<file path="src/rtl/tsti_pkg.sv">
package tsti_pkg;
  // four channels: index 0..3 stands for channels 10, 11, 20, 21
  localparam int NUM_CH = 4;

  localparam int ADDR_MASK = 4;
  localparam int ADDR_ACK  = 5;
  localparam int ADDR_STAT = 6;

  // strobes from the timing datapath to the interrupt control
  typedef struct packed {
    logic [NUM_CH-1:0] xfer;  // transfer point reached
    logic [NUM_CH-1:0] dead;  // acknowledge deadline reached
  } evStrobe_t;
endpackage

</file>
<file path="src/rtl/tsti_timing.sv">
module tsti_timing
  import tsti_pkg::*;
#(
  parameter int SLOT_W       = 5,
  parameter int DCL_PER_BCL  = 2,
  parameter int BCL_PER_SLOT = 8,
  parameter int POS_W        = SLOT_W + $clog2(DCL_PER_BCL * BCL_PER_SLOT)
) (
  input  logic                           clk,
  input  logic                           rstN,
  input  logic                           frameSync,
  input  logic [NUM_CH-1:0][SLOT_W-1:0]  slotSel,
  input  logic [NUM_CH-1:0]              dpsSel,
  output logic [POS_W-1:0]               pos,
  output evStrobe_t                      evs
);
  localparam int SLOT_DCL = DCL_PER_BCL * BCL_PER_SLOT;
  localparam logic [POS_W-1:0] OFS_NEAR   = POS_W'(SLOT_DCL + DCL_PER_BCL);
  localparam logic [POS_W-1:0] OFS_FAR    = POS_W'(SLOT_DCL + 2 * DCL_PER_BCL);
  localparam logic [POS_W-1:0] DEAD_EARLY = POS_W'(DCL_PER_BCL);

  always_ff @(posedge clk) begin
    if (!rstN)          pos <= '0;
    else if (frameSync) pos <= '0;
    else                pos <= pos + 1'b1;
  end

  for (genvar c = 0; c < NUM_CH; c++) begin : g_ch
    logic [POS_W-1:0] base;
    logic [POS_W-1:0] xferPos;
    logic [POS_W-1:0] deadPos;

    always_comb begin
      base    = POS_W'(POS_W'(slotSel[c]) * POS_W'(SLOT_DCL));
      xferPos = base + (dpsSel[c] ? OFS_NEAR : OFS_FAR);
      deadPos = base - (dpsSel[c] ? '0 : DEAD_EARLY);
    end

    assign evs.xfer[c] = (pos == xferPos);
    assign evs.dead[c] = (pos == deadPos);
  end
endmodule

</file>
<file path="src/rtl/tsti_ctrl.sv">
module tsti_ctrl
  import tsti_pkg::*;
#(
  parameter int SLOT_W = 5,
  parameter int ADDR_W = 3,
  parameter int DATA_W = 8
) (
  input  logic                           clk,
  input  logic                           rstN,
  input  logic                           regWrEn,
  input  logic                           regRdEn,
  input  logic [ADDR_W-1:0]              regAddr,
  input  logic [DATA_W-1:0]              regWrData,
  input  evStrobe_t                      evs,
  output logic [DATA_W-1:0]              regRdData,
  output logic                           irqOut,
  output logic [NUM_CH-1:0][SLOT_W-1:0]  slotSel,
  output logic [NUM_CH-1:0]              dpsSel,
  output logic [2*NUM_CH-1:0]            maskBits,
  output logic [NUM_CH-1:0]              ackBits
);
  logic [NUM_CH-1:0]   armed;
  logic [2*NUM_CH-1:0] status;
  logic                maskWr, ackWr, statRd;
  logic [NUM_CH-1:0]   xferMask, overMask, newXfer, newOver;

  assign maskWr = regWrEn && regAddr == ADDR_W'(ADDR_MASK);
  assign ackWr  = regWrEn && regAddr == ADDR_W'(ADDR_ACK);
  assign statRd = regRdEn && regAddr == ADDR_W'(ADDR_STAT);

  assign xferMask = maskBits[NUM_CH-1:0];
  assign overMask = maskBits[2*NUM_CH-1:NUM_CH];
  assign newXfer  = evs.xfer & ~xferMask;
  assign newOver  = evs.dead & armed & ~ackBits & ~overMask;

  always_ff @(posedge clk) begin
    if (!rstN) begin
      slotSel  <= '0;
      dpsSel   <= '0;
      maskBits <= '1;
      ackBits  <= '0;
      armed    <= '0;
      status   <= '0;
    end else begin
      for (int c = 0; c < NUM_CH; c++) begin
        if (regWrEn && regAddr == ADDR_W'(c)) begin
          slotSel[c] <= regWrData[SLOT_W-1:0];
          dpsSel[c]  <= regWrData[SLOT_W];
        end
      end
      if (maskWr) maskBits <= regWrData[2*NUM_CH-1:0];
      ackBits <= (ackBits & ~evs.xfer) | (ackWr ? regWrData[NUM_CH-1:0] : '0);
      armed   <= (armed & ~evs.dead) | (newXfer & ~overMask);
      status  <= (statRd ? '0 : status) | {newOver, newXfer};
    end
  end

  always_comb begin
    regRdData = '0;
    if (regAddr < ADDR_W'(NUM_CH)) begin
      for (int c = 0; c < NUM_CH; c++)
        if (regAddr == ADDR_W'(c)) regRdData = DATA_W'({dpsSel[c], slotSel[c]});
    end else if (regAddr == ADDR_W'(ADDR_MASK)) regRdData = DATA_W'(maskBits);
    else if (regAddr == ADDR_W'(ADDR_ACK))      regRdData = DATA_W'(ackBits);
    else if (regAddr == ADDR_W'(ADDR_STAT))     regRdData = DATA_W'(status);
  end

  assign irqOut = |(status & ~maskBits);
endmodule

</file>
<file path="src/rtl/tsti_unit.sv">
module tsti_unit
  import tsti_pkg::*;
#(
  parameter int SLOT_W       = 5,
  parameter int DCL_PER_BCL  = 2,
  parameter int BCL_PER_SLOT = 8,
  parameter int ADDR_W       = 3,
  parameter int DATA_W       = 8
) (
  input  logic              clk,
  input  logic              rstN,
  input  logic              frameSync,
  input  logic              regWrEn,
  input  logic              regRdEn,
  input  logic [ADDR_W-1:0] regAddr,
  input  logic [DATA_W-1:0] regWrData,
  output logic [DATA_W-1:0] regRdData,
  output logic              irqOut
);
  localparam int POS_W = SLOT_W + $clog2(DCL_PER_BCL * BCL_PER_SLOT);

  logic [NUM_CH-1:0][SLOT_W-1:0] slotSel;
  logic [NUM_CH-1:0]             dpsSel;
  logic [POS_W-1:0]              pos;
  logic [2*NUM_CH-1:0]           maskBits;
  logic [NUM_CH-1:0]             ackBits;
  evStrobe_t                     evs;

  tsti_timing #(
    .SLOT_W(SLOT_W), .DCL_PER_BCL(DCL_PER_BCL),
    .BCL_PER_SLOT(BCL_PER_SLOT), .POS_W(POS_W)
  ) u_timing (
    .clk(clk), .rstN(rstN), .frameSync(frameSync),
    .slotSel(slotSel), .dpsSel(dpsSel), .pos(pos), .evs(evs)
  );

  tsti_ctrl #(.SLOT_W(SLOT_W), .ADDR_W(ADDR_W), .DATA_W(DATA_W)) u_ctrl (
    .clk(clk), .rstN(rstN), .regWrEn(regWrEn), .regRdEn(regRdEn),
    .regAddr(regAddr), .regWrData(regWrData), .evs(evs),
    .regRdData(regRdData), .irqOut(irqOut), .slotSel(slotSel),
    .dpsSel(dpsSel), .maskBits(maskBits), .ackBits(ackBits)
  );
endmodule

</file>
<file path="config.mk">
export PLATFORM = sky130hd
export DESIGN_NAME = tsti_unit
export DESIGN_NICKNAME = d
export VERILOG_FILES = /design/src/rtl/tsti_pkg.sv /design/src/rtl/tsti_timing.sv /design/src/rtl/tsti_ctrl.sv /design/src/rtl/tsti_unit.sv
export SDC_FILE = /design/constraint.sdc
export NUM_CORES = 1
export LEC_CHECK = 0
export BUFFER_PORTS_ARGS = -buffer_cell sky130_fd_sc_hd__buf_2
export CAP_MARGIN = 20
export CORE_MARGIN = 4
export CORE_UTILIZATION = 60
export DETAILED_ROUTE_END_ITERATION = 10
export GPL_TIMING_DRIVEN = 0
export PLACE_DENSITY_LB_ADDON = 0.1
export SLEW_MARGIN = 20
export SYNTH_ARGS = -nofsm -noshare
export SYNTH_HDL_FRONTEND = slang
export SYNTH_SLANG_ARGS = --single-unit
</file>
<file path="constraint.sdc">
create_clock -name clk -period 3.7 [get_ports clk]
set_clock_uncertainty 0.2 [all_clocks]
set_input_delay 0.37 -clock clk [delete_from_list [all_inputs] [get_ports clk]]
set_output_delay 0.37 -clock clk [all_outputs]
set_load 0.1 [all_outputs]
</file>
== After elaboration in Yosys (flattened, before gate mapping) ==
Cells that the tools add are included.

* Bits in registers: 57
* Output and inout port bits: 9
* Logic and storage cells: 83
* Input bits: 16

* $add $sub $neg: 9
* Equality and inequality tests: 14
* Bitwise gates (word level): 18
* Magnitude comparators: 1
* Multiplexer cells: 18
* Reduce and logical (&&, ||, !) cells: 10

{| class="wikitable"
|+ Operator list
! cell !! number
|-
| 9-bit == test || 8
|-
| 8-bit two-way mux || 5
|-
| 9-bit adder || 4
|-
| 9-bit subtractor || 4
|-
| 4-bit AND || 7
|-
| 6-bit two-way mux || 4
|-
| 4-bit NOT || 5
|-
| 3-bit two-way mux || 4
|-
| 9-bit by 1-bit adder with 9-bit output (second input constant) || 1
|-
| 3-bit == test (second input constant) || 3
|-
| 8-bit AND || 1
|-
| 2-bit two-way mux || 4
|-
| 8-bit NOT || 1
|-
| 4-bit bitwise OR || 2
|-
| 8-bit bitwise OR || 1
|-
| 8-bit OR reduction || 1
|-
| 1-bit logical AND || 7
|-
| 3-bit by 2-bit == test with 1-bit output (second input constant) || 2
|-
| 4-bit two-way mux || 1
|-
| 3-bit by 1-bit == test with 1-bit output (second input constant) || 1
|-
| 3-bit zero test || 1
|-
| 3-bit < comparator (second input constant) || 1
|-
| 2-bit OR reduction || 1
|-
| 1-bit NOT || 1
|}

== Longest topological paths before layout ==
* Depth in word-level cells: 7
* Depth in mapped cells: 8

== Cells and area by module ==
Synthesis repeated with hierarchy kept, for this count alone.

* Cell total of the unflattened synthesis: 456
* Area, all modules: 3985.1 sq um

{| class="wikitable"
|+ Modules (own cells, without submodules)
! module !! sequential area each (sq um) !! cells each !! times used !! area an instance (sq um)
|-
| tsti_ctrl || 960.9 || 235 || 1 || 2339.7
|-
| tsti_timing || 180.2 || 221 || 1 || 1645.3
|}

== Worst setup path before layout ==
No wires, ideal clock.

* Kind: input port to output port
* Start point: input port regAddr[0]
* End point: output port regRdData[3]
* Arrival: 2.553 ns
* Cell stages on the path: 5
* Setup slack: 0.577 ns
* Cells stage by stage: buf_2 > buf_4 > mux4_1 > nor2_1 > a21oi_1

* Word-level cells in the longest chain between the ends: 6

{| class="wikitable"
|+ Ends and longest elaborated chain
! what !! line !! RTL
|-
| start, declared || tsti_unit.sv:15 || <nowiki>input logic [ADDR_W-1:0] regAddr,</nowiki>
|-
| 3-bit zero test || tsti_ctrl.sv:62 || <nowiki>if (regAddr == ADDR_W'(c)) regRdData = DATA_W'({dpsSel[c], slotSel[c]});</nowiki>
|-
| 6-bit two-way mux (4 in series) || tsti_ctrl.sv:62 ||
|-
| 8-bit two-way mux (*) || tsti_ctrl.sv:60 || <nowiki>if (regAddr < ADDR_W'(NUM_CH)) begin</nowiki>
|-
| end, declared || tsti_unit.sv:17 || <nowiki>output logic [DATA_W-1:0] regRdData,</nowiki>
|}

Mark *: on every way between the ends. The rest lies on a longest branch, timed or not.

== Worst setup path in the final report ==
* Start point: register u_ctrl.slotSel[2] in the netlist's numbering
* End point: output port regRdData[2]

* Word-level cells in the longest chain between the ends: 5

{| class="wikitable"
|+ Ends and longest elaborated chain
! what !! line !! RTL
|-
| start, declared || tsti_ctrl.sv:17 || <nowiki>output logic [NUM_CH-1:0][SLOT_W-1:0] slotSel,</nowiki>
|-
| start signal, assigned by index || tsti_ctrl.sv:47 || <nowiki>slotSel[c] <= regWrData[SLOT_W-1:0];</nowiki>
|-
| 6-bit two-way mux (4 in series) || tsti_ctrl.sv:62 ||
|-
| 8-bit two-way mux || tsti_ctrl.sv:60 ||
|}

No other way between the ends.

==> results by group <==
Placed design
  • Gpl congestion: 0.870
  • I/O Buffers: 22
  • DP HPWL: 7690 um
  • Placed insts: 546

Hold path
  • Hold depth: 3
  • Worst Hold Class: in -> reg
  • HP Start: regWrData[7]
  • WHS Endpoint: u_ctrl.maskBits[7]

Route
  • Uppermost layer routed: met4
  • Met2 wire length: 4820 um
  • Avg WL per Cell: 18.3 um
  • Via density: 6.11
  • WL final: 10300 um
  • Met3 wire len: 734 um
  • Post-route ant nets: 0
  • Met1 Routed Length: 4420 um
  • Iteration-0 DRC Markers: 227
  • Vias: 3436
  • # DRC: 0
  • DRT Pass-1 Iters: 5

Clock tree
  • CTS Hold Bufs: 0
  • Clock transition at path regs: 0.07 ns
  • CTS tree: done
  • CTS HTree Levels: 3
  • Post_cts resized: 0
  • Clk_lat worst skew: 0.34 ns
  • CTS max path bufs: 2
  • Total clock buffers created by CTS: 9
  • Clock Tree Root: clkbuf_8
  • Post-CTS Setup Bufs: 0
  • Clock Sinks: 57

Finish
  • Layout Cells excl Fill: 562
  • Layout cells sized above 1: 0.146
  • Register area: 0.00114 mm2
  • Antenna cell count: 0
  • Final layout net count: 511
  • Area of the multi-input gates: 0.00243 mm2
  • Syn-to-layout area delta: 9.60%
  • Fill count: 518

Setup path
  • Arrival time worst endpoint: 2.06 ns
  • Worst EP required: 3.13 ns
  • CP Class: reg -> out
  • CP delay by family, top: buffers and inverters
  • Critical path cell sequence: clkbuf_1 > mux4_2 > nor2_1 > a21oi_1 > buf_2
  • CP max stage cell: buf_2
  • R2R setup slack: 1.26 ns
  • Kind of end point of the critical path: primary output
  • Worst R2R End: u_ctrl.armed[2]
  • CP max stage delay: 0.44 ns
  • Crit start category: flip-flop
  • RR Startpoint: u_ctrl.slotSel[10]
  • Critical path fanouts, max: 9
  • Worst path bufs/invs: 2
  • R2R depth: 7

STA
  • Pins over their slew limit: 0
  • Measured slew at the worst slew-check pin: 0.652 ns
  • RSZ-0062 raised after global routing: false
  • Hold Slack: 0.0347 ns
  • Min cycle time layout: 2.63 ns
  • Final Cycle Share: 0.711
  • Setup violators final: 0
  • Max_slew headroom: 0.564
  • Final TNS setup: 0 ns
  • Final Hold Vio Count: 0
  • Max Clock Freq: 0.380 GHz

Synth
  • Register area share after synthesis: 0.299
  • Synth Warn #: 0
  • Synthesized area per cell: 8.50 um2
  • Distinct cells, synth: 58
  • Net Count, Synth: 478
  • Syn Inst Count: 449
  • EDFF count, synth: 0
  • Seq cells post-synth: 57
  • Main synth FF type: dfxtp_1
  • Synth Cell Area: 0.00382 mm2
  • Ys async rst share: 0

Power
  • Sequential Power Share: 0.481
  • Logic pwr share: 0.146
  • Clk pwr share: 0.374
  • Sw Share: 0.304
  • Psw: 0.406 mW
  • Pwr/cell area: 319 mW/mm2
  • Peak supply drop: 0.245 mV
  • Power Total: 1.33 mW
  • P_leak: 1.63 nW
  • P_int: 0.927 mW

Die
  • Core ar.: 0.00606 mm2
  • I/O pin total: 25
  • Chip Width: 87.8 um
  • Die height: 87.8 um
  • Cell row count: 28
  • DIE AREA: 0.00770 mm2
  • Initial Util: 0.630

Global routing
  • GRT overflow: 0
  • Vias in the first global route: 3368
  • Tot GR Track Use: 0.287
  • Largest net degree at the start of global routing: 11
  • First-pass GRT wire length: 16700 um
  • Initial antenna violation count: 0

Job
  • Max-cap viol count: 0

Status
  • Status: finished clean
[placed cells by master (no fill, tap or decap), types with 3 or more instances in the layout]
cell / synthesis / routed
a21oi_1: 18 / 18
a31oi_1: 3 / 3
and2_1: 3 / 3
buf_2: 11 / 33
buf_4: 3 / 3
clkbuf_1: 10 / 11
clkbuf_8: 3 / 12
clkinv_2: 0 / 4
dfxtp_1: 57 / 57
ha_1: 13 / 13
inv_1: 25 / 25
mux2i_1: 34 / 34
mux4_2: 5 / 5
nand2_1: 36 / 36
nand2b_1: 10 / 10
nand3_1: 26 / 26
nand3b_1: 3 / 3
nand4b_1: 4 / 4
nor2_1: 45 / 45
nor2b_1: 5 / 5
nor3_1: 11 / 11
nor3b_2: 3 / 3
nor4_1: 7 / 7
o21ai_0: 10 / 10
o22ai_1: 8 / 8
or3_1: 3 / 3
xnor2_1: 38 / 38
xor2_1: 14 / 14
[cell usage after synthesis (11+ instances only)]
cell type	count	area, um2
nand3_1	26	130
nor2_1	45	169
xor2_1	14	123
mux2i_1	34	340
a21oi_1	18	90.1
nor3_1	11	55.1
dfxtp_1	57	1140
ha_1	13	163
buf_2	11	55.1
xnor2_1	38	333
inv_1	25	93.8
nand2_1	36	135
[worst max-delay path by stage]
stage               slack [ns]              start      endpoint  cells after the start
finish                    1.07  u_ctrl.slotSel[2]  regRdData[2]                      5
global route              0.96  u_ctrl.slotSel[2]  regRdData[2]                      5
CTS                       1.09  u_ctrl.slotSel[2]  regRdData[2]                      5
detailed placement        1.20         regAddr[0]  regRdData[3]                      6
global placement          1.22         regAddr[0]  regRdData[3]                      6
floorplan                 0.58         regAddr[0]  regRdData[3]                      5
[stage by stage]
step	setup slack, ns	area (um2)	util
2_1_floorplan	0.577	3820	-
3_3_place_gp	1.22	4020	0.664
3_5_place_dp	1.20	4020	0.664
4_1_cts	1.09	4180	0.690
5_1_grt	0.963	4180	0.690
6_report	1.07	4180	0.690
[power by group through the flow]
stage          logic [mW]  clock network, mW  registers (mW)
2_1_floorplan       0.147                  0           0.648
3_3_place_gp        0.189                  0           0.654
3_5_place_dp        0.192                  0           0.654
4_1_cts             0.193              0.501           0.640
5_1_grt             0.209              0.539           0.642
6_report            0.194              0.498           0.641
[layout make-up]
cell class	instances	area share
well taps	75	0.0224
repair buffers	22	0.0263
clock inverters	6	0.00837
plain buffers	27	0.0374
multi-input cells	340	0.580
flip-flops and latches	57	0.273
inverters	25	0.0224
clock buffers	10	0.0305
[worst min-delay path, delay by kind of cell]
family                 cells  cell delay [ns]
AND/OR/NAND/NOR            2             0.11
buffers and inverters      1             0.07
[kinds of logic (layout without fill, tap and decap cells)]
logic type                 Yosys count  after routing  share of synthesized area
xor gates and xnor gates            53             53                      0.124
buffers and inverters               52             90                     0.0656
muxes                               40             40                      0.126
DFF                                 57             57                      0.299
adders and majority gates           13             13                     0.0426
and+or+nand+nor                    171            171                      0.233
AOI/OAI and AO/OA                   63             63                      0.111
[state kept, by name (all words and copies together) (netlist names)]
register         cells
u_ctrl.slotSel      20
u_timing.pos         9
u_ctrl.maskBits      8
u_ctrl.status        8
u_ctrl.ackBits       4
u_ctrl.armed         4
u_ctrl.dpsSel        4
[metal layers]
metal	up-vias	global-route usage
met1	1644	0.381
met3	23	0.0480
met5	-	0
met4	0	0.134
li1	1633	-
met2	136	0.454
(Power assumes the default switching activity.)
